===== config.mk =====
export PLATFORM = sky130hd
export DESIGN_NAME = subrange_seq
export DESIGN_NICKNAME = d
export VERILOG_FILES = /design/src/rtl/subrange_pkg.sv /design/src/rtl/subrange_timer.sv /design/src/rtl/subrange_merge.sv /design/src/rtl/subrange_seq.sv
export SDC_FILE = /design/constraint.sdc
export NUM_CORES = 1
export LEC_CHECK = 0
export BUFFER_PORTS_ARGS = -buffer_cell sky130_fd_sc_hd__buf_2
export CAP_MARGIN = 10
export CORE_MARGIN = 1.5
export CORE_UTILIZATION = 63
export CTS_CLUSTER_DIAMETER = 30
export DETAILED_ROUTE_END_ITERATION = 8
export PLACE_DENSITY = 0.83
export SLEW_MARGIN = 25
export SYNTH_ARGS = -nofsm -noshare
export SYNTH_HDL_FRONTEND = slang
export SYNTH_SLANG_ARGS = --single-unit

===== constraint.sdc =====
create_clock -name clk -period 6.6 [get_ports clk]
set_input_delay 0.99 -clock clk [delete_from_list [all_inputs] [get_ports clk]]
set_output_delay 0.99 -clock clk [all_outputs]
set_load 0.005 [all_outputs]

===== src/rtl/subrange_pkg.sv =====
package subrange_pkg;

  typedef enum logic [1:0] {
    ROUTE_ATTEN = 2'd0,
    ROUTE_RESID = 2'd1,
    ROUTE_CHAIN = 2'd2
  } route_t;

  typedef enum logic [1:0] {
    ST_IDLE    = 2'd0,
    ST_SETTLE  = 2'd1,
    ST_STROBE  = 2'd2,
    ST_RECOVER = 2'd3
  } seq_state_t;

  function automatic int unsigned max4(int unsigned a, int unsigned b,
                                       int unsigned c, int unsigned d);
    int unsigned m;
    m = a;
    if (b > m) m = b;
    if (c > m) m = c;
    if (d > m) m = d;
    return m;
  endfunction

endpackage


===== src/rtl/subrange_timer.sv =====
module subrange_timer #(
  parameter int W = 4
) (
  input  logic         clk,
  input  logic         rst,
  input  logic         load_i,
  input  logic [W-1:0] value_i,
  output logic         zero_o
);

  logic [W-1:0] cnt;

  always_ff @(posedge clk) begin
    if (rst) begin
      cnt <= '0;
    end else if (load_i) begin
      cnt <= value_i;
    end else if (cnt != '0) begin
      cnt <= cnt - 1'b1;
    end
  end

  assign zero_o = (cnt == '0);

endmodule


===== src/rtl/subrange_merge.sv =====
module subrange_merge #(
  parameter int ACC_W  = 8,
  parameter int CODE_W = 8,
  parameter int SHIFT  = 5,
  parameter int OUT_W  = ACC_W + SHIFT
) (
  input  logic [ACC_W-1:0]  acc_i,
  input  logic [CODE_W-1:0] code_i,
  output logic [OUT_W-1:0]  word_o
);

  localparam int EXT_W  = OUT_W + 2;
  localparam int OFFSET = 1 << (CODE_W - 1);
  localparam logic signed [EXT_W-1:0] OFF_S = EXT_W'(OFFSET);
  localparam logic signed [EXT_W-1:0] MAX_S = EXT_W'((1 << OUT_W) - 1);

  logic signed [EXT_W-1:0] shifted;
  logic signed [EXT_W-1:0] code_ext;
  logic signed [EXT_W-1:0] sum;

  always_comb begin
    shifted  = $signed({2'b00, acc_i, {SHIFT{1'b0}}});
    code_ext = $signed({{(EXT_W-CODE_W){1'b0}}, code_i});
    sum      = shifted + code_ext - OFF_S;
    if (sum < 0) begin
      word_o = '0;
    end else if (sum > MAX_S) begin
      word_o = '1;
    end else begin
      word_o = sum[OUT_W-1:0];
    end
  end

endmodule


===== src/rtl/subrange_seq.sv =====
module subrange_seq
  import subrange_pkg::*;
#(
  parameter int CODE_W      = 8,
  parameter int SHIFT2      = 5,
  parameter int SHIFT3      = 3,
  parameter int SETTLE1_CYC = 10,
  parameter int SETTLE2_CYC = 10,
  parameter int SETTLE3_CYC = 10,
  parameter int RECOVER_CYC = 5,
  localparam int MID_W = CODE_W + SHIFT2,
  localparam int RES_W = MID_W + SHIFT3
) (
  input  logic              clk,
  input  logic              rst,
  input  logic              start_i,
  input  logic [CODE_W-1:0] flash_code_i,
  output logic              hold_o,
  output logic [1:0]        route_o,
  output logic              flash_strobe_o,
  output logic [RES_W-1:0]  dac_code_o,
  output logic              busy_o,
  output logic              done_o,
  output logic [RES_W-1:0]  result_o
);

  localparam int unsigned MAX_CYC = max4(SETTLE1_CYC, SETTLE2_CYC,
                                         SETTLE3_CYC, RECOVER_CYC);
  localparam int TMR_W = (MAX_CYC < 2) ? 1 : $clog2(MAX_CYC);
  localparam logic [TMR_W-1:0] LD1 = TMR_W'(SETTLE1_CYC - 1);
  localparam logic [TMR_W-1:0] LD2 = TMR_W'(SETTLE2_CYC - 1);
  localparam logic [TMR_W-1:0] LD3 = TMR_W'(SETTLE3_CYC - 1);
  localparam logic [TMR_W-1:0] LDR = TMR_W'(RECOVER_CYC - 1);

  seq_state_t         state;
  logic [1:0]         pass;
  logic [CODE_W-1:0]  code1_q;
  logic [MID_W-1:0]   word13_q;
  logic [RES_W-1:0]   res_pend;
  logic [MID_W-1:0]   w13;
  logic [RES_W-1:0]   w16;
  logic               tmr_load;
  logic [TMR_W-1:0]   tmr_value;
  logic               tmr_zero;

  subrange_merge #(
    .ACC_W (CODE_W),
    .CODE_W(CODE_W),
    .SHIFT (SHIFT2)
  ) u_merge_mid (
    .acc_i (code1_q),
    .code_i(flash_code_i),
    .word_o(w13)
  );

  subrange_merge #(
    .ACC_W (MID_W),
    .CODE_W(CODE_W),
    .SHIFT (SHIFT3)
  ) u_merge_fin (
    .acc_i (word13_q),
    .code_i(flash_code_i),
    .word_o(w16)
  );

  always_comb begin
    tmr_load  = 1'b0;
    tmr_value = LD1;
    if (state == ST_IDLE && start_i) begin
      tmr_load  = 1'b1;
      tmr_value = LD1;
    end else if (state == ST_STROBE) begin
      tmr_load = 1'b1;
      case (pass)
        2'd0:    tmr_value = LD2;
        2'd1:    tmr_value = LD3;
        default: tmr_value = LDR;
      endcase
    end
  end

  subrange_timer #(.W(TMR_W)) u_timer (
    .clk    (clk),
    .rst    (rst),
    .load_i (tmr_load),
    .value_i(tmr_value),
    .zero_o (tmr_zero)
  );

  always_ff @(posedge clk) begin
    if (rst) begin
      state          <= ST_IDLE;
      pass           <= 2'd0;
      code1_q        <= '0;
      word13_q       <= '0;
      res_pend       <= '0;
      hold_o         <= 1'b0;
      route_o        <= ROUTE_ATTEN;
      flash_strobe_o <= 1'b0;
      dac_code_o     <= '0;
      busy_o         <= 1'b0;
      done_o         <= 1'b0;
      result_o       <= '0;
    end else begin
      flash_strobe_o <= 1'b0;
      done_o         <= 1'b0;
      case (state)
        ST_IDLE: begin
          if (start_i) begin
            state      <= ST_SETTLE;
            pass       <= 2'd0;
            hold_o     <= 1'b1;
            busy_o     <= 1'b1;
            route_o    <= ROUTE_ATTEN;
            dac_code_o <= '0;
          end
        end
        ST_SETTLE: begin
          if (tmr_zero) begin
            state          <= ST_STROBE;
            flash_strobe_o <= 1'b1;
          end
        end
        ST_STROBE: begin
          case (pass)
            2'd0: begin
              code1_q    <= flash_code_i;
              dac_code_o <= {flash_code_i, {(RES_W-CODE_W){1'b0}}};
              route_o    <= ROUTE_RESID;
              pass       <= 2'd1;
              state      <= ST_SETTLE;
            end
            2'd1: begin
              word13_q   <= w13;
              dac_code_o <= {w13, {SHIFT3{1'b0}}};
              route_o    <= ROUTE_CHAIN;
              pass       <= 2'd2;
              state      <= ST_SETTLE;
            end
            default: begin
              res_pend <= w16;
              state    <= ST_RECOVER;
            end
          endcase
        end
        ST_RECOVER: begin
          if (tmr_zero) begin
            state    <= ST_IDLE;
            hold_o   <= 1'b0;
            busy_o   <= 1'b0;
            route_o  <= ROUTE_ATTEN;
            done_o   <= 1'b1;
            result_o <= res_pend;
          end
        end
        default: state <= ST_IDLE;
      endcase
    end
  end

endmodule


Yosys cells after proc, flatten, opt, wreduce, memory -nomap -nowiden
Index checks and enable logic that the tools add are counted.

storage, ports and cells
  register bits after elaboration = 82
  memories = 0
  bits in latches = 0
  input bits = 11
  output and inout port bits = 38
  ROM bits = 0
  bits in writable memories = 0
  word-level logic and storage cells = 79

cells by class
  $mul = 0
  shifts and indexed selects = 0
  add/sub/neg operators = 5
  mux-type cells = 27
  divide/modulo/power cells = 0
  reductions and logical operators = 20
  equality and inequality tests = 8
  magnitude comparators = 4
  bitwise operators = 3

operators with widths
  kind                                                                    number
  16-bit one-hot mux with 2 select lines                                  2
  16-bit 2-to-1 mux                                                       3
  13-bit 2-to-1 mux                                                       2
  4-bit 2-to-1 mux                                                        5
  18-bit by 17-bit > comparator with 1-bit output, second input constant  1
  18-bit by 1-bit < comparator with 1-bit output, second input constant   1
  17-bit by 8-bit subtractor with 18-bit output, second input constant    1
  16-bit by 8-bit adder with 17-bit output                                1
  15-bit by 14-bit > comparator with 1-bit output, second input constant  1
  15-bit by 1-bit < comparator with 1-bit output, second input constant   1
  14-bit by 8-bit subtractor with 15-bit output, second input constant    1
  13-bit by 8-bit adder with 14-bit output                                1
  2-bit 2-to-1 mux                                                        5
  3-bit AND reduction                                                     3
  2-bit one-hot mux with 2 select lines                                   2
  2-bit one-hot mux with 4 select lines                                   1
  2-bit AND reduction                                                     4
  2-bit != test, second input constant                                    3
  2-bit one-hot mux with 3 select lines                                   1
  2-bit nonzero test                                                      3
  2-bit OR reduction                                                      3
  1-bit 2-to-1 mux                                                        5
  2-bit by 1-bit equality test with 1-bit output, second input constant   2
  2-bit equality test, second input constant                              2
  10 further kinds                                                        13

Depth between registers and ports, before layout
  depth after elaboration = 7
  depth in mapped cells = 12
  mapped depth without buffers = 10

Cells and area by module
A second synthesis with hierarchy kept.

unflattened totals
  cell total of the unflattened synthesis = 553
  area total of the unflattened synthesis = 4538.1 sq um

modules (own cells, without submodules)
  module                         area an instance (sq um)  times used  seq. area each (sq um)  cells each
  subrange_seq                   2849.0                    1           1501.4                  337
  subrange_merge at u_merge_fin  884.6                     1           0.0                     117
  subrange_merge at u_merge_mid  575.6                     1           0.0                     75
  subrange_timer                 229.0                     1           80.1                    24

Worst setup path after synthesis
Ideal clock, no wire load.

  path type = input port to flip-flop
  start = input port flash_code_i[4]
  end = register res_pend[12]
  path slack = 3474 ps
  data required time = 6533 ps
  library setup time = 67 ps
  arrival = 3059 ps
  cell stages on the path = 10
  buffers on the path = 1
  path through = ha_1 > ha_1 > fa_1 > a211oi_1 > o21ai_1 > a2111o_1 > nand3_2 > buf_6 > nor2_1 > o21ai_2

between the ends
  cells in the longest elaborated chain, start to end = 5
  elaborated cells on any way between the ends = 6
  those cells by class = add/sub: 2; order compare: 2; mux: 2

RTL lines
  element                                            line                  source
  from (decl)                                        subrange_seq.sv:17    input logic [CODE_W-1:0] flash_code_i,
  16-bit by 8-bit adder with 17-bit output (*)       subrange_merge.sv:24  sum = shifted + code_ext - OFF_S;
  17-bit by 8-bit subtractor with 18-bit output (*)  subrange_merge.sv:24
  18-bit by 17-bit > comparator with 1-bit output    subrange_merge.sv:27  end else if (sum > MAX_S) begin
  16-bit 2-to-1 mux                                  subrange_merge.sv:27
  16-bit 2-to-1 mux (*)                              subrange_merge.sv:25  if (sum < 0) begin
  to (signal assigned)                               subrange_seq.sv:141   res_pend <= w16;
  to (decl)                                          subrange_seq.sv:39    logic [RES_W-1:0] res_pend;

Mark *: on every way between the ends. The rest lies on a longest branch, timed or not.
A chain may end at the register's enable or synchronous reset.

Final worst setup path
  start = input port flash_code_i[6]
  end = register dac_code_o[15]

between the ends
  cells in the longest elaborated chain, start to end = 7
  elaborated cells on any way between the ends = 8
  those cells by class = add/sub: 2; order compare: 2; mux: 4

RTL lines
  element                                            line                  source
  13-bit by 8-bit adder with 14-bit output (*)       subrange_merge.sv:24
  14-bit by 8-bit subtractor with 15-bit output (*)  subrange_merge.sv:24
  15-bit by 14-bit > comparator with 1-bit output    subrange_merge.sv:27
  13-bit 2-to-1 mux                                  subrange_merge.sv:27
  13-bit 2-to-1 mux (*)                              subrange_merge.sv:25
  16-bit one-hot mux with 2 select lines (*)         subrange_seq.sv:125   case (pass)
  16-bit one-hot mux with 2 select lines (*)         subrange_seq.sv:107   case (state)
  to (signal assigned)                               subrange_seq.sv:128   dac_code_o <= {flash_code_i, {(RES_W-CODE_W){1'b0}}};
  to (signal assigned)                               subrange_seq.sv:135   dac_code_o <= {w13, {SHIFT3{1'b0}}};
  to (decl)                                          subrange_seq.sv:21    output logic [RES_W-1:0] dac_code_o,

Mark *: on every way between the ends. The rest lies on a longest branch, timed or not. The select of a mux whose other input is x is not followed.

==> summary.md <==
| Metric | Value |
|---|---|
| Syn Area/Cell | 8.30 um^2 |
| Post-Synth XOR/XNOR Area | 3.37% |
| Register bit total from synthesis | 79 |
| Seq/Total Area, Yosys | about 36% |
| Post-Synth Adder-Cell Area | 9.76% |
| Max-cap violation count | 0 |
| Worst Setup Start Kind | primary input |
| Clk_skew | 0.00898 ns |
| Vias | 3729 |
| Clock tree sinks | between 70 and 80 |
| # setup viols final | 0 |
| Area of the die | approximately 7500 um^2 |
| Power Dens Cells | 264 nW/um^2 |
| Largest net degree at the start of global routing | 68 |
| Reg-to-Reg End | dac_code_o[15]$_SDFFE_PP0P_ |
| Port-buffer cells | 45 |
| Clock-pin slew on the worst setup and hold paths | 0.08 ns |
| Max Buffers Root-to-Sink | 2 |
| Worst hold path type | reg -> reg |
| Post-DR vias/cell | 5.81 |
| Total CTS buffers | 9 |
| Pre-antenna DRT Iters | 4 |
| DIE HEIGHT | 86.4 um |
| Chip width | about 86 um |
| Hold WS | 0.453 ns |
| Post-Syn Instances | 528 |
| Antenna violations before repair | 0 |
| Number of routed nets with antenna violations | 0 |
| R2R depth | 10 |
| Vias in the first global route | 3538 |
| Cts-stage hold buffer count | 0 |
| Final min period | 3.33 ns |
| Critical path capture point type | register |
| Post-synth EDFFs | 0 |
| Post-CTS Resized | 0 |
| Critical path start-end classification | in -> reg |
| Post-synthesis compound-gate area fraction | approximately a quarter |
| Postcts setup bufs | 0 |
| Largest family of logic cells by synthesized area | compound AO/OA/AOI/OAI gates |
| # rows | 30 |
| TNS Setup | 0 ns |
| Clock Latency Late Sink | around 0.36 ns |
| Simple logic cell fraction of the synthesized area | between 10% and 20% |
| Root Driver | clkbuf_8 |
| Asr flop ratio synth | 0% |
| Overflow after GRT | 0 |
| Final GP Congestion | 0.889 |
| Starting density of the core | 64.9% |
| Worst Max-Slew Pin Slew | 0.841 ns |
| CTS tree | built |
| Period utilization | 50.5% |
| Initial drt markers | 204 |
| Outcome | completed |
| Hold wc startpoint | res_pend[4]$_SDFFE_PP0P_ |
| Worst-path fanout max | 24 |
| Hold path cells | 2 |
| DRC viols | 0 |
| GR Util All Layers | 28.1% |
| Unrepaired setup endpoints after global routing | false |
| Mux contribution to synthesized area | 0% |
| ANT cells | 0 |
| Slew Limit Fails | 0 |
| Drt total wl | 9800 um |
| Crit path arrival time | 3.61 ns |
| Cell area after synthesis | 4380 um^2 |
| Ys Warns | 0 |
| Worst vdd ir | 0.162 mV |
| Leakage | between 1.5 and 2 nW |
| Flop2flop setup slack | 3.72 ns |
| Core ar. | 6760 um^2 |
| Yosys cell types | 57 |
| R2R Path Start | code1_q[1]$_SDFFE_PP0P_ |
| Layout net count | between 600 and 700 |
| Worst Path Required | 6.88 ns |
| DP HPWL | just under 7000 um |
| WHS Endpoint | res_pend[4]$_SDFFE_PP0P_ |
| Area Growth Syn to Fin | 9.91% |
| Slew margin rel. | 43.8% |
| Main flop type after synthesis | dfxtp_1 |
| Final core utilization | 71.3% |
| WL/cell | 15.3 um |
| I/O pin count | a little under 50 |
| Design Power | approximately 1.3 mW |
| CTS H-Tree Depth | 3 |
| Layout cells sized above 1 | a little under a fifth |
| Final Hold Fails | 0 |
| First-pass GRT wire length | 16600 um |
| Fmax | 0.300 GHz |
==> Yosys cell counts (4+ instances only) <==
library cell,instances,share of area [%]
nand2_1,93,8.0
a31oi_1,4,0.57
o21a_1,4,0.69
nor2b_1,9,1.3
nand3_1,10,1.1
a21o_1,5,0.86
o21ai_2,13,2.6
nor3_1,5,0.57
a221oi_2,16,5.5
a21oi_1,56,6.4
o21ai_1,7,0.80
buf_2,6,0.69
buf_6,5,1.3
a211oi_1,6,1.0
xor2_1,4,0.80
dfxtp_1,79,36
ha_1,31,8.8
nand2b_1,5,0.71
xnor2_1,11,2.2
buf_4,4,0.69
o21ai_0,11,1.3
clkbuf_1,12,1.0
nor2_1,45,3.9
a22oi_1,8,1.4
inv_1,34,2.9
==> layout make-up <==
| type | instances | area [um^2] |
|---|---|---|
| clock inverter | 6 | 134 |
| inverter | 34 | 128 |
| multi-input combinational | 386 | 2500 |
| sequential | 79 | 1580 |
| fill | 553 | 1940 |
| timing repair buffer | 48 | 248 |
| tap | 80 | 100 |
| clock buffer | 9 | 124 |
==> sequential cells by signal, indices dropped and copies added, names as in the netlist <==
signal          cells
done_o              1
state               2
result_o           16
flash_strobe_o      1
code1_q             8
dac_code_o         13
busy_o              1
res_pend           16
word13_q           13
route_o             2
u_timer.cnt         4
pass                2
==> worst max path at each step <==
stage	startpoint	to	slack, ns	cells past startpoint
global placement	flash_code_i[6]	dac_code_o[15]$_SDFFE_PP0P_	3.07	11
detailed placement	flash_code_i[6]	dac_code_o[15]$_SDFFE_PP0P_	3.04	11
global route	flash_code_i[6]	dac_code_o[15]$_SDFFE_PP0P_	3.19	11
finish	flash_code_i[6]	dac_code_o[15]$_SDFFE_PP0P_	3.27	11
CTS	flash_code_i[6]	dac_code_o[15]$_SDFFE_PP0P_	3.30	11
floorplan	flash_code_i[4]	res_pend[12]$_SDFFE_PP0P_	3.47	10
==> logic make-up after synthesis <==
group / Yosys count
other: 1
and+or+nand+nor: 181
xor gates and xnor gates: 16
buffers and inverters: 65
AOI/OAI and AO/OA: 153
adders and majority gates: 33
DFF: 79
==> cells in the final DEF, fill, tap and decap left out, types with 2 or more instances in the layout <==
cell       instances
a221oi_2          16
buf_2             45
o211ai_1           3
nand2b_1           5
fa_1               2
xor2_1             4
o21ai_0           11
a211oi_1           6
dfxtp_1           79
o221ai_1           2
a21oi_1           56
o22ai_1            3
nand2_1           93
o21a_1             4
buf_4              3
nor2b_1            9
or3_1              2
conb_1             3
xnor2_1           11
nor3_1             5
inv_1             34
o21ai_1            7
o21ai_2           13
a21o_1             5
ha_1              31
nor3_2             3
a221oi_1           3
a31oi_1            4
nor2_1            45
bufinv_16          4
nand3_1           10
clkbuf_8           9
a22oi_1            8
==> critical path, stage by stage <==
cell,delay [ns]
buf_2,0.13
ha_1,0.29
ha_1,0.22
inv_1,0.07
fa_1,0.39
nor2b_1,0.19
o31a_1,0.22
o21ai_2,0.10
a31o_2,0.48
nand4bb_1,0.32
o22ai_1,0.20
==> report_power, final <==
group | leakage (nW) | internal, mW | switching, mW
sequential | 0.638 | 0.498 | 0.0220
clock | 0.129 | 0.287 | 0.176
combinational | 1.16 | 0.104 | 0.186
==> metal layers <==
| metal | track usage, % | wire length (um) | up-vias |
|---|---|---|---|
| met5 | 0 | 0 | - |
| met4 | 10.9 | 141 | 0 |
| met3 | 4.86 | 462 | 12 |
| met2 | 49.5 | 4990 | 103 |
| met1 | 34.1 | 4210 | 1727 |
| li1 | - | - | 1887 |
==> stage by stage <==
step	area, um^2	worst slack [ns]	instances
floorplan	4390	3.47	530
global route	4820	3.19	642
detailed placement	4560	3.04	627
finish	4820	3.27	642
CTS	4820	3.30	642
global placement	4560	3.07	627
Power figures use the tool's default switching activity.
